### src/rtl/vmp_pkg.sv
package vmp_pkg;
    localparam int ADDR_W = 17;
    localparam int DATA_W = 8;
    localparam int STEP_W = 4;
    localparam int NPORT  = 2;
    localparam int PORT_W = (NPORT > 1) ? $clog2(NPORT) : 1;

    typedef logic [ADDR_W-1:0] vaddr_t;
    typedef logic [DATA_W-1:0] vbyte_t;

    typedef struct packed {
        logic [STEP_W-1:0] step;
        logic              decr;
    } pcfg_t;

    typedef enum logic [2:0] {
        SEL_P0_LO  = 3'd0,
        SEL_P0_MID = 3'd1,
        SEL_P0_HI  = 3'd2,
        SEL_P1_LO  = 3'd3,
        SEL_P1_MID = 3'd4,
        SEL_P1_HI  = 3'd5,
        SEL_DATA0  = 3'd6,
        SEL_DATA1  = 3'd7
    } sel_e;

    function automatic vaddr_t step_amount(input logic [STEP_W-1:0] code);
        if (code == '0) return '0;
        return vaddr_t'(1) << (code - STEP_W'(1));
    endfunction

    function automatic vaddr_t advance(input vaddr_t a, input pcfg_t c);
        vaddr_t s;
        s = step_amount(c.step);
        return c.decr ? (a - s) : (a + s);
    endfunction
endpackage

### src/rtl/vmp_port.sv
module vmp_port
    import vmp_pkg::*;
(
    input  logic   clk,
    input  logic   rst,
    input  logic   ld_lo,
    input  logic   ld_mid,
    input  logic   ld_hi,
    input  vbyte_t ld_data,
    input  logic   acc,
    input  logic   acc_we,
    input  vbyte_t acc_data,
    input  logic   grant_wr,
    input  logic   grant_fetch,
    input  logic   fill,
    input  vbyte_t fill_data,
    input  logic   snoop,
    output vaddr_t ptr,
    output pcfg_t  cfg,
    output vbyte_t data,
    output logic   wr_pend,
    output vaddr_t wr_addr,
    output vbyte_t wr_data,
    output logic   fetch_pend
);
    logic ld_any;
    assign ld_any = ld_lo | ld_mid | ld_hi;

    always_ff @(posedge clk) begin
        if (rst) begin
            ptr        <= '0;
            cfg        <= '0;
            data       <= '0;
            wr_pend    <= 1'b0;
            wr_addr    <= '0;
            wr_data    <= '0;
            fetch_pend <= 1'b1;
        end else begin
            if (grant_wr) wr_pend <= 1'b0;
            if (acc && acc_we) begin
                wr_pend <= 1'b1;
                wr_addr <= ptr;
                wr_data <= acc_data;
            end
            if (grant_fetch) fetch_pend <= 1'b0;
            if (acc || ld_any || snoop) fetch_pend <= 1'b1;
            if (acc) ptr <= advance(ptr, cfg);
            if (ld_lo)  ptr[7:0]  <= ld_data;
            if (ld_mid) ptr[15:8] <= ld_data;
            if (ld_hi) begin
                ptr[ADDR_W-1] <= ld_data[0];
                cfg.decr      <= ld_data[3];
                cfg.step      <= ld_data[7:4];
            end
            if (fill) data <= fill_data;
        end
    end


    adv_up_chk: assert property (@(posedge clk) disable iff (rst)
        (acc && !ld_any && !cfg.decr) |=> ptr == $past(ptr) + $past(step_amount(cfg.step)));

    adv_dn_chk: assert property (@(posedge clk) disable iff (rst)
        (acc && !ld_any && cfg.decr) |=> ptr == $past(ptr) - $past(step_amount(cfg.step)));

    reload_fetch_chk: assert property (@(posedge clk) disable iff (rst)
        ld_any |=> fetch_pend);

    wr_capture_chk: assert property (@(posedge clk) disable iff (rst)
        (acc && acc_we) |=> (wr_pend && wr_addr == $past(ptr)));

    fill_chk: assert property (@(posedge clk) disable iff (rst)
        fill |=> data == $past(fill_data));
endmodule

### src/rtl/vmp_sched.sv
module vmp_sched
    import vmp_pkg::*;
(
    input  logic             clk,
    input  logic             rst,
    input  logic [NPORT-1:0] wr_pend,
    input  logic [NPORT-1:0] fetch_pend,
    output logic [NPORT-1:0] grant_wr,
    output logic [NPORT-1:0] grant_fetch
);
    logic taken;

    always_comb begin
        grant_wr    = '0;
        grant_fetch = '0;
        taken       = 1'b0;
        for (int p = 0; p < NPORT; p++) begin
            if (!taken && wr_pend[p]) begin
                grant_wr[p] = 1'b1;
                taken       = 1'b1;
            end
        end
        for (int p = 0; p < NPORT; p++) begin
            if (!taken && fetch_pend[p]) begin
                grant_fetch[p] = 1'b1;
                taken          = 1'b1;
            end
        end
    end


    one_op_chk: assert property (@(posedge clk) disable iff (rst)
        $onehot0({grant_wr, grant_fetch}));

    wr_first_chk: assert property (@(posedge clk) disable iff (rst)
        (|wr_pend) |-> (grant_fetch == '0 && grant_wr != '0));
endmodule

### src/rtl/vmem_dual_port.sv
module vmem_dual_port
    import vmp_pkg::*;
(
    input  logic                clk,
    input  logic                rst,
    input  logic [2:0]          cpu_sel,
    input  logic                cpu_rd,
    input  logic                cpu_wr,
    input  logic                cpu_wide,
    input  logic [2*DATA_W-1:0] cpu_wdata,
    output logic [2*DATA_W-1:0] cpu_rdata,
    output logic                mem_req,
    output logic                mem_we,
    output logic [ADDR_W-1:0]   mem_addr,
    output logic [DATA_W-1:0]   mem_wdata,
    input  logic [DATA_W-1:0]   mem_rdata
);
    localparam int HI_SEL_OFS = 2;

    vaddr_t           ptr      [NPORT];
    pcfg_t            cfg      [NPORT];
    vbyte_t           data     [NPORT];
    vaddr_t           wr_addr  [NPORT];
    vbyte_t           wr_data  [NPORT];
    logic [NPORT-1:0] wr_pend, fetch_pend, grant_wr, grant_fetch;
    logic [NPORT-1:0] acc, fill, snoop;
    logic             wide_hit;
    logic             fl_valid;
    logic [PORT_W-1:0] fl_port;

    assign wide_hit = cpu_wide && (cpu_sel == SEL_DATA0);

    for (genvar p = 0; p < NPORT; p++) begin : g_port
        logic   ld_lo, ld_mid, ld_hi;
        vbyte_t acc_byte;
        assign ld_lo  = cpu_wr && (cpu_sel == 3'(3*p));
        assign ld_mid = cpu_wr && (cpu_sel == 3'(3*p + 1));
        assign ld_hi  = cpu_wr && (cpu_sel == 3'(3*p + HI_SEL_OFS));
        assign acc[p] = (cpu_rd || cpu_wr) &&
                        ((cpu_sel == 3'(SEL_DATA0 + p)) || (p == 1 && wide_hit));
        assign acc_byte = (p == 1 && wide_hit) ? cpu_wdata[2*DATA_W-1:DATA_W]
                                               : cpu_wdata[DATA_W-1:0];
        assign fill[p] = fl_valid && (fl_port == PORT_W'(p));

        vmp_port u_port (
            .clk        (clk),
            .rst        (rst),
            .ld_lo      (ld_lo),
            .ld_mid     (ld_mid),
            .ld_hi      (ld_hi),
            .ld_data    (cpu_wdata[DATA_W-1:0]),
            .acc        (acc[p]),
            .acc_we     (cpu_wr),
            .acc_data   (acc_byte),
            .grant_wr   (grant_wr[p]),
            .grant_fetch(grant_fetch[p]),
            .fill       (fill[p]),
            .fill_data  (mem_rdata),
            .snoop      (snoop[p]),
            .ptr        (ptr[p]),
            .cfg        (cfg[p]),
            .data       (data[p]),
            .wr_pend    (wr_pend[p]),
            .wr_addr    (wr_addr[p]),
            .wr_data    (wr_data[p]),
            .fetch_pend (fetch_pend[p])
        );
    end

    vmp_sched u_sched (
        .clk        (clk),
        .rst        (rst),
        .wr_pend    (wr_pend),
        .fetch_pend (fetch_pend),
        .grant_wr   (grant_wr),
        .grant_fetch(grant_fetch)
    );

    // memory request mux
    always_comb begin
        mem_req   = 1'b0;
        mem_we    = 1'b0;
        mem_addr  = '0;
        mem_wdata = '0;
        for (int p = 0; p < NPORT; p++) begin
            if (grant_wr[p]) begin
                mem_req   = 1'b1;
                mem_we    = 1'b1;
                mem_addr  = wr_addr[p];
                mem_wdata = wr_data[p];
            end
            if (grant_fetch[p]) begin
                mem_req  = 1'b1;
                mem_addr = ptr[p];
            end
        end
    end

    // cross-port coherence on writes
    always_comb begin
        for (int p = 0; p < NPORT; p++) begin
            snoop[p] = 1'b0;
            for (int q = 0; q < NPORT; q++) begin
                if (q != p && grant_wr[q] && wr_addr[q] == ptr[p]) snoop[p] = 1'b1;
            end
        end
    end

    // one fetch in flight at most
    always_ff @(posedge clk) begin
        if (rst) begin
            fl_valid <= 1'b0;
            fl_port  <= '0;
        end else begin
            fl_valid <= |grant_fetch;
            fl_port  <= '0;
            for (int p = 0; p < NPORT; p++)
                if (grant_fetch[p]) fl_port <= PORT_W'(p);
        end
    end

    // CPU read mux
    always_comb begin
        cpu_rdata = '0;
        unique case (cpu_sel)
            SEL_P0_LO:  cpu_rdata[DATA_W-1:0] = ptr[0][7:0];
            SEL_P0_MID: cpu_rdata[DATA_W-1:0] = ptr[0][15:8];
            SEL_P0_HI:  cpu_rdata[DATA_W-1:0] = {cfg[0].step, cfg[0].decr, 2'b00, ptr[0][ADDR_W-1]};
            SEL_P1_LO:  cpu_rdata[DATA_W-1:0] = ptr[1][7:0];
            SEL_P1_MID: cpu_rdata[DATA_W-1:0] = ptr[1][15:8];
            SEL_P1_HI:  cpu_rdata[DATA_W-1:0] = {cfg[1].step, cfg[1].decr, 2'b00, ptr[1][ADDR_W-1]};
            SEL_DATA0: begin
                cpu_rdata[DATA_W-1:0] = data[0];
                if (cpu_wide) cpu_rdata[2*DATA_W-1:DATA_W] = data[1];
            end
            SEL_DATA1:  cpu_rdata[DATA_W-1:0] = data[1];
            default:    cpu_rdata = '0;
        endcase
    end


    we_req_chk: assert property (@(posedge clk) disable iff (rst)
        mem_we |-> mem_req);

    wide_pair_chk: assert property (@(posedge clk) disable iff (rst)
        (wide_hit && cpu_wr) |=> (wr_pend[0] && wr_pend[1]));
endmodule

### config.mk
export PLATFORM = sky130hd
export DESIGN_NAME = vmem_dual_port
export DESIGN_NICKNAME = d
export VERILOG_FILES = /design/src/rtl/vmp_pkg.sv /design/src/rtl/vmp_port.sv /design/src/rtl/vmp_sched.sv /design/src/rtl/vmem_dual_port.sv
export SDC_FILE = /design/constraint.sdc
export NUM_CORES = 1
export LEC_CHECK = 0
export CORE_MARGIN = 5
export CORE_UTILIZATION = 38
export CTS_BUF_LIST = sky130_fd_sc_hd__clkbuf_4 sky130_fd_sc_hd__clkbuf_8
export DETAILED_ROUTE_END_ITERATION = 16
export DONT_BUFFER_PORTS = 1
export GPL_ROUTABILITY_DRIVEN = 0
export GPL_TIMING_DRIVEN = 0
export PLACE_DENSITY = 0.53
export SLEW_MARGIN = 10
export SYNTH_ARGS = -nofsm -noshare
export SYNTH_HDL_FRONTEND = slang
export SYNTH_HIERARCHICAL = 1
export SYNTH_SLANG_ARGS = --single-unit
### constraint.sdc
create_clock -name clk -period 3.5 [get_ports clk]
set_input_delay 0.35 -clock clk [delete_from_list [all_inputs] [get_ports clk]]
set_output_delay 0.35 -clock clk [all_outputs]
set_load 0.01 [all_outputs]
# ---- Word level (Yosys, flattened, before mapping)
# Index checks and enable logic that the tools add are counted.
dict set report word_totals {
  register_bits 116
  inputBits 32
  wordCells 137
}
dict set report op_classes {
  add_sub_neg 6
  eq_ne 9
  shift 2
  muxes 52
  bitwise_logic 5
  reduce_logical 41
}
# cell count
set ops {}
lappend ops {{$mux W17} 16}
lappend ops {{$mux W8} 9}
lappend ops {{$pmux W8 S8} 1}
lappend ops {{$add A17 B17 Y17} 2}
lappend ops {{$eq A17 B17 Y1} 2}
lappend ops {{$shl A1 B4 Y17 const A} 2}
lappend ops {{$sub A17 B17 Y17} 2}
lappend ops {{$mux W1} 26}
lappend ops {{$logic_and A1 B1 Y1} 18}
lappend ops {{$reduce_bool A2 Y1} 8}
lappend ops {{$eq A3 B3 Y1 const B} 4}
lappend ops {{$logic_not A4 Y1} 2}
lappend ops {{$sub A4 B1 Y4 const B} 2}
lappend ops {{$eq A3 B2 Y1 const B} 2}
lappend ops {{$logic_or A1 B1 Y1} 6}
lappend ops {{$reduce_or A2 Y1} 3}
lappend ops {{$or A1 B1 Y1} 4}
lappend ops {{$eq A3 B1 Y1 const B} 1}
lappend ops {{$logic_not A1 Y1} 3}
lappend ops {{$logic_not A3 Y1} 1}
lappend ops {{$not A1 Y1} 1}

# ---- Depth between registers and ports, before layout
dict set report depth {
  word_depth 13
  depth_mapped 21
  ltp_nobuf 18
}

# ---- By module
# The synthesis kept the hierarchy.
# mod instances cells_each area_each_um2 seq_area_each_um2
set modules_own_cells {}
lappend modules_own_cells {{vmp_port (g_port[1].u_port)} 1 444 3432.0 1141.1}
lappend modules_own_cells {{vmp_port (g_port[0].u_port)} 1 440 3388.2 1141.1}
lappend modules_own_cells {vmem_dual_port 1 275 1881.8 40.0}
lappend modules_own_cells {vmp_sched 1 4 36.3 0.0}

# ---- Worst setup path before layout
# No wires, ideal clock.
dict set report synth_path {
  path_kind {flip-flop to flip-flop}
  start {register g_port[0].u_port/cfg[3] (netlist name)}
  end {register g_port[0].u_port.ptr[16]}
  arrival_time_ns 3.587
  t_required_ns 3.385
  slack_ns -0.201
  stages_incl_launch_ff 22
  path_buffers 3
  period_less_slack_ns 3.701
  path_cell_list {dfxtp_1 clkbuf_1 clkbuf_1 nor3_1 and2_1 inv_1 ha_1 clkbuf_1 nand2b_1 nand2b_1 o21ai_0 a31oi_1 nor2_1 a21oi_1 ha_1 and3_1 and4_4 a221oi_4 a2111o_1 o2111ai_2 xnor2_1 o21a_1}
}
dict set report synth_between {
  elab_chain_cells 11
  elab_cells_between_ends 14
  cone_classes {add/sub: 3; shift: 1; mux: 9; reduce/logical: 1}
}
# element line
set synth_lines {}
lappend synth_lines {{parallel branches: the longest is 4 deep, another holds $sub A4 B1 Y4} n/a}
lappend synth_lines {{$mux W17 *} vmp_pkg.sv:29} ;# return vaddr_t'(1) << (code - STEP_W'(1));
lappend synth_lines {{$mux W17 *} vmp_port.sv:47} ;# if (acc) ptr <= advance(ptr, cfg);
lappend synth_lines {{$mux W17 *} vmp_port.sv:30} ;# if (rst) begin
lappend synth_lines {{$add A17 B17 Y17 / $sub A17 B17 Y17 (equally long branches)} vmp_pkg.sv:35} ;# return c.decr ? (a - s) : (a + s);
lappend synth_lines {{$mux W17 *} vmp_pkg.sv:35}
lappend synth_lines {{$mux W17 *} vmp_port.sv:47}
lappend synth_lines {{$mux W1 *} vmp_port.sv:50} ;# if (ld_hi) begin
lappend synth_lines {{end signal, assigned} vmp_port.sv:47}
lappend synth_lines {{end signal, assigned by index} vmp_port.sv:51} ;# ptr[ADDR_W-1] <= ld_data[0];
lappend synth_lines {{end, declared} vmp_port.sv:18} ;# output vaddr_t ptr,
# Mark *: on every way between the ends. The select of a mux whose other input is x is not followed.
# A chain may end at the register's enable or synchronous reset.

# ---- Worst setup path in the final report
dict set report layout_path {
  start {register g_port[0].u_port/cfg[3] (netlist name)}
  end {register g_port[0].u_port.ptr[16]}
}
dict set report layout_between {
  elab_chain_cells 11
  elab_cells_between_ends 14
  cone_classes {add/sub: 3; shift: 1; mux: 9; reduce/logical: 1}
}
# element line
set layout_lines {}
lappend layout_lines {{parallel branches: the longest is 4 deep, another holds $sub A4 B1 Y4} n/a}
lappend layout_lines {{$mux W17 *} vmp_pkg.sv:29}
lappend layout_lines {{$mux W17 *} vmp_port.sv:47}
lappend layout_lines {{$mux W17 *} vmp_port.sv:30}
lappend layout_lines {{$add A17 B17 Y17 / $sub A17 B17 Y17 (equally long branches)} vmp_pkg.sv:35}
lappend layout_lines {{$mux W17 *} vmp_pkg.sv:35}
lappend layout_lines {{$mux W17 *} vmp_port.sv:47}
lappend layout_lines {{$mux W1 *} vmp_port.sv:50}
# Marks and branches as above.

==> results.md <==
- WP data arrival: 3.89 ns
- N_diodes: 0
- First-pass iteration count of the detailed router: 7
- Most common cell after layout, fill and taps aside: nand2_1
- CTS buffer count: 17
- Ports: 75
- Violated checks: negative setup slack
- Least-Margin Pin Slew: a little under 0.8 ns
- Fill count: roughly 2300
- Htree depth: 4
- Clock Latency Late Sink: roughly 0.45 ns
- Fmax: around 0.28 GHz
- Maximum capacitance violations: 0
- Worst setup SP type: flip-flop
- DR vias/cell: between 5 and 6
- Register area share after synthesis: between 20% and 30%
- Finished Layout Cells: 1521
- Dpl ws: -0.787 ns
- Die Ht: around 160 µm
- Final worst setup slack: -0.0524 ns
- Core box area: between 20000 and 25000 µm²
- Chip Width: about 160 µm
- Clk_skew: about 0.011 ns
- Final setup vio count: 1
- DRT iter0 DRCs: 786
- Cells after Synth: about 1200
- Yosys reg bits: 116
- CTS Buffer Depth: 2
- Share of layout cells above drive strength 1: between 15 and 20%
- IO Port Bufs: 0
- Final net count: roughly 1300
- Mapped Avg Cell Area: 7.51 µm²
- Vias: approximately 9000
- EDFF count, synth: 0
- Total Power Consumption: ~4.1 mW
- Post-synthesis cell type with the largest combined area: dfxtp_1
- DR DRC count: 0
- Root Buffer: clkbuf_8
- Worst Hold Class: in -> reg
- Relative slew margins: between 40% and 50%
- Period utilization: 101%
- Mean routed wirelength per cell: between 20 and 25 µm
- Layout area overhead: 17.3%
- CP max FO: 6
- Hold slack: about 0.028 ns
- First-pass GRT wire length: around 50 mm
- Slew Limit Fails: 0
- Post-Syn Area: 8740 µm²
- WP data required: 3.84 ns
- Die area: approximately 26000 µm²
- Fin crit period: approximately 3.6 ns
- Worst vdd ir: ~0.00025 V
- Main flop type after synthesis: dfxtp_1
- Synth warn: 6
- Syn_nets: between 1000 and 1500
- CTS tree: done
- Initial antenna violation count: 0
- Crit. End Element: flip-flop
- Top cells by area, synth: dfxtp_1, nand2_1, a21oi_1
- Post-DRT Antenna Nets: 0
- Worst-path clk slew: approximately 0.080 ns
- Power Density: about 400 nW/µm²
- Final WL: about 34 mm
- Final hold vios: 0
- Reg area: between 2000 and 2500 µm²
- Ys async rst share: 0%
- LEAKAGE: 3.72 nW
- Setup CP Type: reg -> reg
- Vias in the first global route: about 8600
- Initial Utilization: just under 40%
- DP HPWL: 24.4 mm
- Outcome: finished, violations left
- FP Rows: 55
- Largest net degree at the start of global routing: 17
- Synth top area share: a little over a quarter
- Global Route Usage Sum: ~25%
- Multi-input gate area: 6230 µm²
- Synth cell types: 85
- Unrepaired setup endpoints after global routing: yes
- Most frequent cells in the layout: nand2_1, a21oi_1, dfxtp_1, nor2_1, buf_4
- CTS Sinks: 116
- Dpl cells: around 1400
- Remaining Overflow, GRT: 0
## power by group
group / internal (mW) / switching [mW] / total [mW]
clock network: 0.582 / 0.630 / 1.21
logic: 0.629 / 0.783 / 1.41
registers: 1.38 / 0.147 / 1.52
## Yosys cell counts, drive strengths merged (12+ instances only)
master and n:
inv 33, xnor2 38, a211oi 17, buf 28, nand3 19, a21oi 114, dfxtp 116, mux2 18
and2 13, nor2b 35, clkbuf 58, nor3 32, o21a 12, a31oi 14, o31ai 21, ha 34
a221oi 24, o21ai 32, xor2 14, nor2 107, nand2b 24, nand2 180, mux2i 40
## what timing repair did
action                                  4_1_cts  5_1_grt
endpoints found under the setup margin       21       20
pin swaps                                    21       23
hold buffers                                  1        1
buffers inserted                             29       16
gates resized for setup                      72       36
endpoints found under the hold margin         2        1
## layout make-up
type | instances | area share, %
multi-input combinational | 928 | 60.8
sequential | 116 | 22.9
buffer | 80 | 4.44
timing repair buffer | 47 | 3.49
tap | 285 | 3.48
clock buffer | 18 | 2.42
clock inverter | 14 | 1.26
inverter | 33 | 1.21
## critical path: stages, from the launching register on
cell and delay, ns:
dfxtp_4 0.37, clkbuf_16 0.15, nor3_4 0.15, and2_4 0.17, inv_2 0.04, ha_4 0.15
buf_8 0.13, nand2b_4 0.14, a31oi_1 0.15, nor2_1 0.07, a21oi_2 0.21, ha_4 0.24
and3_4 0.19, and4_4 0.18, a221oi_4 0.35, a2111o_1 0.23, o2111ai_4 0.16, xnor2_1 0.19
o21a_1 0.17
## cell families after synthesis
logic type               count (synthesis)  share of synthesized area, %
adder cells (fa/ha/maj)                 36                          5.33
AO/OA/AOI/OAI                          322                          25.6
AND/OR/NAND/NOR                        460                          24.7
buffers and inverters                  119                          5.51
XOR/XNOR                                52                          5.21
flip-flops                             116                          26.6
multiplexers                            58                          6.99
## routing by layer
metal / track usage, % / routed length (µm) / up-vias
met4: 6.77 / 675 / 0
met5: 0 / 0 / -
li1: - / - / 4284
met2: 39.9 / 15200 / 358
met3: 4.49 / 2520 / 45
met1: 34.9 / 15100 / 4344
## state kept, by name, summed over array words and instances (netlist names)
register,flops
g_port.u_port/data,16
g_port.u_port/wr_addr,34
fl_valid,1
fl_port,1
g_port.u_port/wr_data,16
g_port.u_port/fetch_pend,2
g_port.u_port/wr_pend,2
g_port.u_port/cfg,10
g_port.u_port/ptr,34
## stage by stage
step / setup TNS (ns) / utilization (%) / instance area, µm²
2_1_floorplan: 0 / - / 8780
3_3_place_gp: -8.86 / 40.4 / 9140
3_5_place_dp: -8.83 / 40.4 / 9140
4_1_cts: -0.158 / 44.2 / 10000
5_1_grt: -0.706 / 45.3 / 10200
6_report: -0.0524 / 45.3 / 10200
## path summary, 6_finish.rpt
check	start	endpoint	slack, ns	cells past startpoint
max	g_port[0].u_port/cfg[3]$_SDFFE_PP0P_	g_port[0].u_port/ptr[16]$_SDFFE_PP0P_	-0.05	18
min	cpu_wdata[2]	g_port[0].u_port/wr_data[2]$_SDFFE_PP0P_	0.03	2
max reg2reg	g_port[0].u_port/cfg[3]$_SDFFE_PP0P_	g_port[0].u_port/ptr[16]$_SDFFE_PP0P_	-0.05	18
min reg2reg	g_port[0].u_port/wr_data[3]$_SDFFE_PP0P_	g_port[0].u_port/wr_data[3]$_SDFFE_PP0P_	0.46	2
No activity file was read; power rests on OpenSTA's default activity.
